[config.mk]
export PLATFORM = sky130hd
export DESIGN_NAME = brfetch_seq
export DESIGN_NICKNAME = d
export VERILOG_FILES = /design/src/rtl/brfetch_pkg.sv /design/src/rtl/brfetch_ctrl.sv /design/src/rtl/brfetch_ctx.sv /design/src/rtl/brfetch_addr.sv /design/src/rtl/brfetch_link.sv /design/src/rtl/brfetch_seq.sv
export SDC_FILE = /design/constraint.sdc
export NUM_CORES = 1
export LEC_CHECK = 0
export BUFFER_PORTS_ARGS = -buffer_cell sky130_fd_sc_hd__buf_4
export CORE_UTILIZATION = 54
export DETAILED_ROUTE_END_ITERATION = 7
export PLACE_DENSITY = 0.82
export SYNTH_ARGS = -nofsm -noshare
export SYNTH_HDL_FRONTEND = slang
export SYNTH_SLANG_ARGS = --single-unit
[constraint.sdc]
create_clock -name clk -period 5 [get_ports clk]
set_input_delay 0.5 -clock clk [delete_from_list [all_inputs] [get_ports clk]]
set_output_delay 0.5 -clock clk [all_outputs]
set_load 0.02 [all_outputs]
[src/rtl/brfetch_pkg.sv]
// Shared types and constants for the branch fetch sequencer.
// Assumes: the access-size code and register index match the core's bus and register file.
package brfetch_pkg;

    // Sequencer phase: idle, then one state per bus cycle of the branch.
    typedef enum logic [1:0] {
        PH_IDLE = 2'd0,
        PH_ONE  = 2'd1,
        PH_TWO  = 2'd2,
        PH_THREE = 2'd3
    } br_phase_e;

    localparam logic [1:0] SZ_NONE = 2'd0;
    localparam logic [1:0] SZ_HALF = 2'd1;
    localparam logic [1:0] SZ_WORD = 2'd2;

    localparam int unsigned REG_SEL_W = 4;
    localparam logic [REG_SEL_W-1:0] RET_REG = 4'd14;

endpackage

[src/rtl/brfetch_ctrl.sv]
// Phase counter for the branch sequence.
// Accepts a start only when idle, then steps through three phases back to idle.
// Assumes: start is a single-cycle strobe; a start while busy is dropped.
module brfetch_ctrl
    import brfetch_pkg::*;
(
    input  logic      clk,
    input  logic      rst_n,
    input  logic      start_i,
    output br_phase_e phase_o,
    output logic      accept_o
);

    br_phase_e phase_q;
    br_phase_e phase_d;

    // Accept a new branch only while idle.
    assign accept_o = start_i && (phase_q == PH_IDLE);

    // Next-phase selection.
    always_comb begin
        unique case (phase_q)
            PH_IDLE:  phase_d = accept_o ? PH_ONE : PH_IDLE;
            PH_ONE:   phase_d = PH_TWO;
            PH_TWO:   phase_d = PH_THREE;
            default:  phase_d = PH_IDLE;
        endcase
    end

    // Phase register with synchronous reset.
    always_ff @(posedge clk) begin
        if (!rst_n) phase_q <= PH_IDLE;
        else        phase_q <= phase_d;
    end

    assign phase_o = phase_q;

endmodule

[src/rtl/brfetch_ctx.sv]
// Holds the operands of the accepted branch for the whole sequence.
// Assumes: operands are valid in the cycle start is accepted.
module brfetch_ctx #(
    parameter int unsigned ADDR_W = 32
) (
    input  logic              clk,
    input  logic              rst_n,
    input  logic              load_i,
    input  logic [ADDR_W-1:0] pc_i,
    input  logic [ADDR_W-1:0] target_i,
    input  logic              link_i,
    input  logic              compact_i,
    output logic [ADDR_W-1:0] pc_o,
    output logic [ADDR_W-1:0] target_o,
    output logic              link_o,
    output logic              compact_o
);

    // Capture branch operands on acceptance; clear on reset.
    always_ff @(posedge clk) begin
        if (!rst_n) begin
            pc_o      <= '0;
            target_o  <= '0;
            link_o    <= 1'b0;
            compact_o <= 1'b0;
        end else if (load_i) begin
            pc_o      <= pc_i;
            target_o  <= target_i;
            link_o    <= link_i;
            compact_o <= compact_i;
        end
    end

endmodule

[src/rtl/brfetch_addr.sv]
// Fetch-address and access-size generation per phase.
// Step L is 4 in wide mode and 2 in compact mode; all sums wrap.
// Assumes: operands are held stable by the context register.
module brfetch_addr
    import brfetch_pkg::*;
#(
    parameter int unsigned ADDR_W = 32
) (
    input  br_phase_e         phase_i,
    input  logic [ADDR_W-1:0] pc_i,
    input  logic [ADDR_W-1:0] target_i,
    input  logic              compact_i,
    output logic [ADDR_W-1:0] fetch_addr_o,
    output logic [1:0]        size_o,
    output logic [ADDR_W-1:0] resume_addr_o,
    output logic [ADDR_W-1:0] ret_addr_o
);

    localparam logic [ADDR_W-1:0] STEP_WIDE    = ADDR_W'(4);
    localparam logic [ADDR_W-1:0] STEP_COMPACT = ADDR_W'(2);

    logic [ADDR_W-1:0] step;
    logic [ADDR_W-1:0] pc_plus2;
    logic [ADDR_W-1:0] tgt_plus1;
    logic [ADDR_W-1:0] tgt_plus2;

    // Instruction length for the captured mode.
    assign step = compact_i ? STEP_COMPACT : STEP_WIDE;

    // Address sums used across the three cycles.
    assign pc_plus2  = pc_i + (step << 1);
    assign tgt_plus1 = target_i + step;
    assign tgt_plus2 = target_i + (step << 1);

    // Per-phase fetch address and size.
    always_comb begin
        unique case (phase_i)
            PH_ONE:   fetch_addr_o = pc_plus2;
            PH_TWO:   fetch_addr_o = target_i;
            PH_THREE: fetch_addr_o = tgt_plus1;
            default:  fetch_addr_o = '0;
        endcase
        size_o = (phase_i == PH_IDLE) ? SZ_NONE : (compact_i ? SZ_HALF : SZ_WORD);
    end

    assign resume_addr_o = tgt_plus2;
    assign ret_addr_o    = pc_plus2;

endmodule

[src/rtl/brfetch_link.sv]
// Return-address write path: first write in phase two, corrected write in phase three.
// Flags a link request in compact mode as an error and suppresses both writes.
// Assumes: the register file applies writes in order, one per cycle.
module brfetch_link
    import brfetch_pkg::*;
#(
    parameter int unsigned ADDR_W = 32,
    parameter int unsigned RET_ADJ = 4
) (
    input  br_phase_e             phase_i,
    input  logic                  link_i,
    input  logic                  compact_i,
    input  logic [ADDR_W-1:0]     ret_addr_i,
    output logic                  we_o,
    output logic [REG_SEL_W-1:0]  sel_o,
    output logic [ADDR_W-1:0]     data_o,
    output logic                  err_o
);

    localparam logic [ADDR_W-1:0] ADJ = ADDR_W'(RET_ADJ);

    logic link_ok;

    // Link writes are legal only in wide mode.
    assign link_ok = link_i && !compact_i;

    // Write enable, data and error per phase.
    always_comb begin
        we_o   = 1'b0;
        data_o = '0;
        err_o  = 1'b0;
        unique case (phase_i)
            PH_ONE: err_o = link_i && compact_i;
            PH_TWO: begin
                we_o   = link_ok;
                data_o = ret_addr_i;
            end
            PH_THREE: begin
                we_o   = link_ok;
                data_o = ret_addr_i - ADJ;
            end
            default: ;
        endcase
    end

    assign sel_o = RET_REG;

endmodule

[src/rtl/brfetch_seq.sv]
// Top of the branch fetch sequencer: drives bus strobes for the three cycles
// of a branch, with request/sequential strobes one cycle ahead of their access.
// Assumes: target arithmetic is done outside and presented with start.
module brfetch_seq
    import brfetch_pkg::*;
#(
    parameter int unsigned ADDR_W = 32
) (
    input  logic                 clk,
    input  logic                 rst_n,
    input  logic                 start_i,
    input  logic [ADDR_W-1:0]    pc_i,
    input  logic [ADDR_W-1:0]    target_i,
    input  logic                 link_i,
    input  logic                 compact_i,
    output logic                 busy_o,
    output logic [ADDR_W-1:0]    fetch_addr_o,
    output logic [1:0]           size_o,
    output logic                 wr_o,
    output logic                 opc_n_o,
    output logic                 req_n_o,
    output logic                 seq_o,
    output logic                 lr_we_o,
    output logic [REG_SEL_W-1:0] lr_sel_o,
    output logic [ADDR_W-1:0]    lr_data_o,
    output logic                 link_err_o,
    output logic                 done_o,
    output logic [ADDR_W-1:0]    resume_addr_o
);

    br_phase_e         phase;
    logic              accept;
    logic [ADDR_W-1:0] pc_q;
    logic [ADDR_W-1:0] tgt_q;
    logic              link_q;
    logic              compact_q;
    logic [ADDR_W-1:0] ret_addr;

    brfetch_ctrl u_ctrl (
        .clk      (clk),
        .rst_n    (rst_n),
        .start_i  (start_i),
        .phase_o  (phase),
        .accept_o (accept)
    );

    brfetch_ctx #(.ADDR_W(ADDR_W)) u_ctx (
        .clk       (clk),
        .rst_n     (rst_n),
        .load_i    (accept),
        .pc_i      (pc_i),
        .target_i  (target_i),
        .link_i    (link_i),
        .compact_i (compact_i),
        .pc_o      (pc_q),
        .target_o  (tgt_q),
        .link_o    (link_q),
        .compact_o (compact_q)
    );

    brfetch_addr #(.ADDR_W(ADDR_W)) u_addr (
        .phase_i       (phase),
        .pc_i          (pc_q),
        .target_i      (tgt_q),
        .compact_i     (compact_q),
        .fetch_addr_o  (fetch_addr_o),
        .size_o        (size_o),
        .resume_addr_o (resume_addr_o),
        .ret_addr_o    (ret_addr)
    );

    brfetch_link #(.ADDR_W(ADDR_W)) u_link (
        .phase_i    (phase),
        .link_i     (link_q),
        .compact_i  (compact_q),
        .ret_addr_i (ret_addr),
        .we_o       (lr_we_o),
        .sel_o      (lr_sel_o),
        .data_o     (lr_data_o),
        .err_o      (link_err_o)
    );

    // Bus strobes: every active cycle is an opcode read; request and
    // sequential strobes announce the access of the following cycle.
    always_comb begin
        busy_o  = (phase != PH_IDLE);
        wr_o    = 1'b0;
        opc_n_o = !busy_o;
        req_n_o = !busy_o;
        seq_o   = (phase == PH_TWO) || (phase == PH_THREE);
        done_o  = (phase == PH_THREE);
    end

endmodule

==> impl_metrics.json, run 1 <==
{
  "slew_viol_final": 0,
  "fin_crit_ps": 4680,
  "finalCritPeriodShare_pct": 93.7,
  "grt_max_degree": 69,
  "boundaryPins": 179,
  "overflow": 0,
  "drive_gt1_share_pct": 22.6,
  "port_buffers": 173,
  "max_stage_delay_ps": 530,
  "syn_area_per_cell_sq_um": 6.98,
  "grtUsageTotal_pct": 31.3,
  "ys_seq_area_share_pct": 21.3,
  "first_global_vias": 6396,
  "critPathKind": "reg2out",
  "ir_drop_v": 0.000275,
  "synth_area_sq_um": 6400,
  "wl_per_cell_um": 16.5,
  "ys.flop_type": "dfxtp_1",
  "start_util_pct": 55.8,
  "rows": 39,
  "first_pass_iters": 5,
  "path_buf_inv": 2,
  "vias_per_cell": 5.95,
  "num_vias": 6965,
  "ys_ff_latch": 68,
  "worstRegToRegCells": 7,
  "critPathMaxFanout": 9,
  "postSynthCellCount": 917,
  "diodes": 0,
  "core_area_sq_um": 11500,
  "clkTransAtPathRegs_ps": 50,
  "tns_ps": 0,
  "cp_slowest_cell": "dfxtp_1",
  "area_delta_synth_final_pct": 22.2,
  "end_kind": "output pin",
  "die_area_sq_um": 12300,
  "hold_viol": 0,
  "die_h_um": 111,
  "rsz0062_at_grt": "false",
  "gp_congestion": 0.936,
  "cap_violations": 0,
  "synth_edf_count": 0,
  "r2r-start": "u_ctrl.phase_o[1]$_SDFF_PN0_",
  "finalClockSkew_ps": 5.39,
  "cts_buffer_depth": 2,
  "drt_iter0_markers": 643,
  "die_w_um": 111,
  "cts_tree": "yes",
  "nFillCells": 1039,
  "hold_depth": 3,
  "synthTopCellsByArea": "dfxtp_1 21%, nand2_1 12%, a21boi_0 7.7%, xnor2_1 7.3%, nor2_1 4.0%",
  "cts_buffers": 9,
  "antenna_found_initial": 0,
  "hold_end": "u_ctx.target_o[25]$_SDFFE_PN0P_",
  "final_net_count": 1107,
  "root_buffer": "clkbuf_16",
  "critPathTopFamily": "simple AND/OR/NAND/NOR gates",
  "dpl.hpwl_um": 14100,
  "worstMarginPinSlew_ps": 729,
  "wl_um": 19400,
  "reg2reg_to": "u_ctrl.phase_o[0]$_SDFF_PN0_",
  "synth.distinct_cells": 73,
  "required_ps": 4500,
  "synthMostInstantiatedCell": "nand2_1",
  "finalInstanceArea_sq_um": 7820,
  "yosysWarnings": 0,
  "critPathLaunchType": "flip-flop",
  "p_leak_uw": 0.00315,
  "placed_cell_area_sq_um": 7520,
  "outcome": "finished clean",
  "hold_class": "in2reg",
  "power.density_nw_per_um2": 277,
  "h-tree-depth": 3,
  "fmaxAchievable_ghz": 0.214,
  "cts.sinks": 68,
  "rrSetupSlack_ps": 2770,
  "synth_top_area_share_pct": 21.3,
  "yosys.area.top_type": "dfxtp_1",
  "drc": 0,
  "cp_cell_sequence": "ha_1 > inv_1 > fa_1 > nand3b_4 > or4_1 > xor2_1 > o2111ai_1 > nor3_1 > a21oi_1 > o31ai_1 > buf_4",
  "grt_first_pass_wirelength_um": 31500,
  "relSlewSlack_pct": 51.0,
  "postCtsHoldBufs": 0,
  "ant_nets": 0,
  "cp_data_arrival_time_ps": 4180,
  "worstSkewPairLatency_ps": 340,
  "setup_violations": 0,
  "yosys-top-cells-count": "197 x nand2_1, 69 x nor2_1, 68 x dfxtp_1",
  "min_from": "target_i[25]",
  "async_reset_ff_share_pct": 0
}
final cells by class:
class,count,area (sq um),area share (%)
multi-input combinational,742,4550,58.1
timing repair buffer,182,1370,17.5
sequential,68,1360,17.4
clock buffer,12,256,3.28
tap,143,179,2.29
inverter,21,78.8,1.01
clock inverter,2,35.0,0.448
registers in the layout, indices dropped and copies added (netlist names):
| register | flops |
|---|---|
| u_ctx.pc_o | 32 |
| u_ctx.target_o | 32 |
| u_ctrl.phase_o | 2 |
| u_ctx.compact_o | 1 |
| u_ctx.link_o | 1 |
worst register-to-register path: stages, from the launching register on:
cell and delay, ps:
dfxtp_1 450, inv_1 140, ha_1 230, buf_4 280, nand2_2 100, buf_4 570
mux2i_1 160, and2_1 190
power by group:
group | switching (uW) | internal (uW) | leakage (uW)
clock network | 242 | 407 | 0.000145
registers | 112 | 600 | 0.000558
logic | 499 | 311 | 0.00245
total | 854 | 1320 | 0.00315
timing repair:
item,in CTS,in global routing
endpoints found under the setup margin,0,1
gates resized for setup,0,0
setup buffers,0,1
routing by layer:
layer | vias to the layer above | routed length (um) | GRT usage, %
li1 | 3396 | - | -
met1 | 3235 | 8250 | 40.2
met2 | 300 | 9230 | 52.8
met3 | 34 | 1470 | 4.76
met4 | 0 | 415 | 11.5
met5 | - | 0 | 0
metrics by stage:
stage	setup WS, ps	total power (uW)	hold WS (ps)	instances	utilization [%]
2_1_floorplan	857	1270	448	920	-
3_3_place_gp	844	1510	459	1155	65.6
3_5_place_dp	705	1520	465	1155	65.6
4_1_cts	330	2160	415	1169	68.2
5_1_grt	41.5	2280	428	1170	68.2
6_report	316	2170	417	1170	68.2
cells by family after synthesis:
kind of cell	Yosys count	synth area share, %
XOR/XNOR	82	11.5
flip-flops	68	21.3
AND/OR/NAND/NOR	431	33.3
multiplexers	3	0.469
buffers and inverters	110	7.92
adder cells (fa/ha/maj)	14	3.09
AO/OA/AOI/OAI	207	22.4
other	2	0.117
placed cells by master (no fill, tap or decap), types with 6 or more instances in the layout:
master / n
nor2_1: 69
or3_1: 6
a31oi_1: 10
o21ai_0: 30
dfxtp_1: 68
o22ai_1: 8
clkbuf_16: 9
a222oi_1: 9
nand3_1: 29
a21oi_1: 42
nor3_1: 22
buf_4: 182
and3_1: 12
a21boi_0: 66
xor2_1: 27
ha_1: 11
nand2_1: 196
nor4_1: 12
and2_1: 7
nand4_1: 33
inv_1: 20
xnor2_1: 53
how the worst max path moves through the flow:
stage                                       startpoint            end  slack [ps]  cells past startpoint
after floorplan           u_ctx.compact_o$_SDFFE_PN0P_  lr_data_o[21]         860                     11
after global placement    u_ctx.compact_o$_SDFFE_PN0P_  lr_data_o[22]         840                     11
after detailed placement  u_ctx.compact_o$_SDFFE_PN0P_  lr_data_o[21]         700                     12
after CTS                 u_ctx.compact_o$_SDFFE_PN0P_  lr_data_o[21]         330                     12
after global routing      u_ctx.compact_o$_SDFFE_PN0P_  lr_data_o[22]          40                     12
final                     u_ctx.compact_o$_SDFFE_PN0P_  lr_data_o[20]         320                     11
No activity file was read; power rests on OpenSTA's default activity.
==> run 2: changes to the inputs <==
- ABC_AREA: default -> 1
==> run 2 against run 1 <==
  * The flow now finishes with violations (DRC)
  * Via count is 15% higher
  * Register-to-register slack got worse by 700 ps
  * Sequential share of layout area decreased by 0.58 points
  * Area after synthesis is 2.0% higher
  * Flip-flop and latch count unchanged
  * Setup slack improved by 730 ps
  * Sequential power increased by 5.5%
  * Critical endpoint is now lr_data_o[17]
  * Highest routed layer unchanged
==> impl_metrics.json, run 2 <==
{
  "die_h_um": 112,
  "hold_viol": 0,
  "drc": 11,
  "wl_um": 23000,
  "synthMostInstantiatedCell": "nand2_1",
  "antenna_found_initial": 0,
  "yosys.area.top_type": "dfxtp_1",
  "finalCritPeriodShare_pct": 79.1,
  "cp_cell_sequence": "ha_1 > inv_1 > fa_1 > inv_1 > nand3_1 > nor2_1 > nand2_1 > nand2_2 > nor2_4 > nand2_2 > nor2_4 > nand2_4 > a21oi_1 > o21ai_0 > o21ai_0 > buf_4",
  "cts.sinks": 68,
  "drt_iter0_markers": 833,
  "ys_ff_latch": 68,
  "power.density_nw_per_um2": 309,
  "p_leak_uw": 0.00377,
  "path_buf_inv": 3,
  "cap_violations": 0,
  "vias_per_cell": 5.67,
  "violations": "DRC",
  "hold_slack_ps": 398,
  "async_reset_ff_share_pct": 0,
  "hold_class": "in2reg",
  "outcome": "finished, violations left",
  "cp_data_arrival_time_ps": 3450,
  "rows": 39,
  "finalInstanceArea_sq_um": 8090,
  "fin_crit_ps": 3950,
  "ys.flop_type": "dfxtp_1",
  "diodes": 0,
  "cts_tree": "yes",
  "synth_area_sq_um": 6530,
  "die_area_sq_um": 12500,
  "cts_buffer_depth": 2,
  "area_delta_synth_final_pct": 23.9,
  "cts_buffers": 9,
  "slew_viol_final": 0,
  "ant_nets": 0,
  "max_stage_delay_ps": 530,
  "grtUsageTotal_pct": 36.9,
  "grt_first_pass_wirelength_um": 36500,
  "core_area_sq_um": 11600,
  "die_w_um": 112,
  "boundaryPins": 179,
  "stdcell_count": 1407,
  "dpl.hpwl_um": 17600,
  "critPathMaxFanout": 8,
  "nFillCells": 1091,
  "grt_max_degree": 88,
  "synth_edf_count": 0,
  "port_buffers": 173,
  "syn_area_per_cell_sq_um": 5.83,
  "root_buffer": "clkbuf_16",
  "start_util_pct": 56.2,
  "wl_per_cell_um": 16.3,
  "end_kind": "output pin",
  "h-tree-depth": 3,
  "clkTransAtPathRegs_ps": 60,
  "yosysWarnings": 0,
  "worst-path-stages": 16,
  "synth.distinct_cells": 45,
  "cp_slowest_cell": "dfxtp_1",
  "yosys-top-cells-count": "275 x nand2_1, 135 x inv_1, 130 x nor2_1",
  "critPathLaunchType": "flip-flop",
  "ys_seq_area_share_pct": 20.8,
  "postCtsHoldBufs": 0,
  "first_pass_iters": 7,
  "finalClockSkew_ps": 5.80,
  "cts_resized": 0,
  "fmaxAchievable_ghz": 0.253,
  "worstMarginPinSlew_ps": 1110,
  "critPathKind": "reg2out",
  "synth_top_area_share_pct": 20.8,
  "drive_gt1_share_pct": 20.6,
  "setup_violations": 0,
  "placed_cell_area_sq_um": 7810,
  "final_cell_mix": "274 x nand2_1, 176 x buf_4, 135 x inv_1, 130 x nor2_1, 99 x o21ai_0",
  "postSynthCellCount": 1121,
  "dp.cells": 1391,
  "critPathTopFamily": "simple AND/OR/NAND/NOR gates",
  "num_vias": 7975,
  "worstSkewPairLatency_ps": 350,
  "worstRegToRegCells": 6,
  "synthTopCellsByArea": "dfxtp_1 21%, nand2_1 16%, inv_1 7.8%, o21ai_0 7.6%, nor2_1 7.5%",
  "ir_drop_v": 0.000296,
  "first_global_vias": 7096,
  "final_common_cell": "nand2_1",
  "gp_congestion": 1.06,
  "final_net_count": 1342,
  "relSlewSlack_pct": 25.7,
  "overflow": 0,
  "hold_depth": 3,
  "cts_setup_buffers": 0,
  "rsz0062_at_grt": "false",
  "required_ps": 4500,
  "tns_ps": 0
}
run 2: worst min-delay path, delay by kind of cell:
kind                   cells  cell delay, ps
AO/OA/AOI/OAI              1              70
buffers and inverters      1              70
AND/OR/NAND/NOR            1              80
run 2: worst paths after layout:
check                          startpoint  slack (ps)                              end
max reg2reg  u_ctrl.phase_o[1]$_SDFF_PN0_        2070  u_ctx.target_o[27]$_SDFFE_PN0P_
min reg2reg   u_ctx.pc_o[28]$_SDFFE_PN0P_         500      u_ctx.pc_o[28]$_SDFFE_PN0P_
min                           target_i[0]         400   u_ctx.target_o[0]$_SDFFE_PN0P_
max          u_ctx.compact_o$_SDFFE_PN0P_        1050                    lr_data_o[17]
run 2: cell type report:
class                           count  area [sq um]  area share, %
Clock buffer                        9           225           2.78
Clock inverter                      7          56.3          0.696
Inverter                          142           533           6.59
Multi-Input combinational cell    862          4420           54.6
Sequential cell                    68          1360           16.8
Tap cell                          143           179           2.21
Timing Repair Buffer              176          1320           16.3
run 2: through the flow:
step	total power, uW	setup WS [ps]	util [%]
final	2500	1050	69.7
after global routing	2640	809	69.7
after CTS	2490	1100	69.7
after detailed placement	1860	1480	67.3
after global placement	1850	1530	67.3
after floorplan	1490	1850	-
run 2: where the power goes:
part           internal, uW  leakage, uW  switching (uW)
Sequential              627     0.000563             123
Clock                   343     0.000137             284
Combinational           377      0.00307             749
Total                  1350      0.00377            1160
run 2: cells by family (layout without fill, tap and decap cells):
kind of cell,count (synthesis),after routing,share of synthesized area [%]
buffers and inverters,194,334,11.8
AND/OR/NAND/NOR,586,586,40.8
XOR/XNOR,38,38,5.10
AO/OA/AOI/OAI,219,219,18.3
flip-flops,68,68,20.8
adder cells (fa/ha/maj),14,14,3.03
other,2,5,0.115
run 2: routing by layer:
metal | part of all wire, % | vias up | track usage [%]
met4 | 2.7 | 0 | 11.5
met1 | 41 | 3585 | 48.3
met3 | 11 | 52 | 9.09
met2 | 45 | 439 | 59.8
met5 | 0 | - | 0
li1 | - | 3899 | -
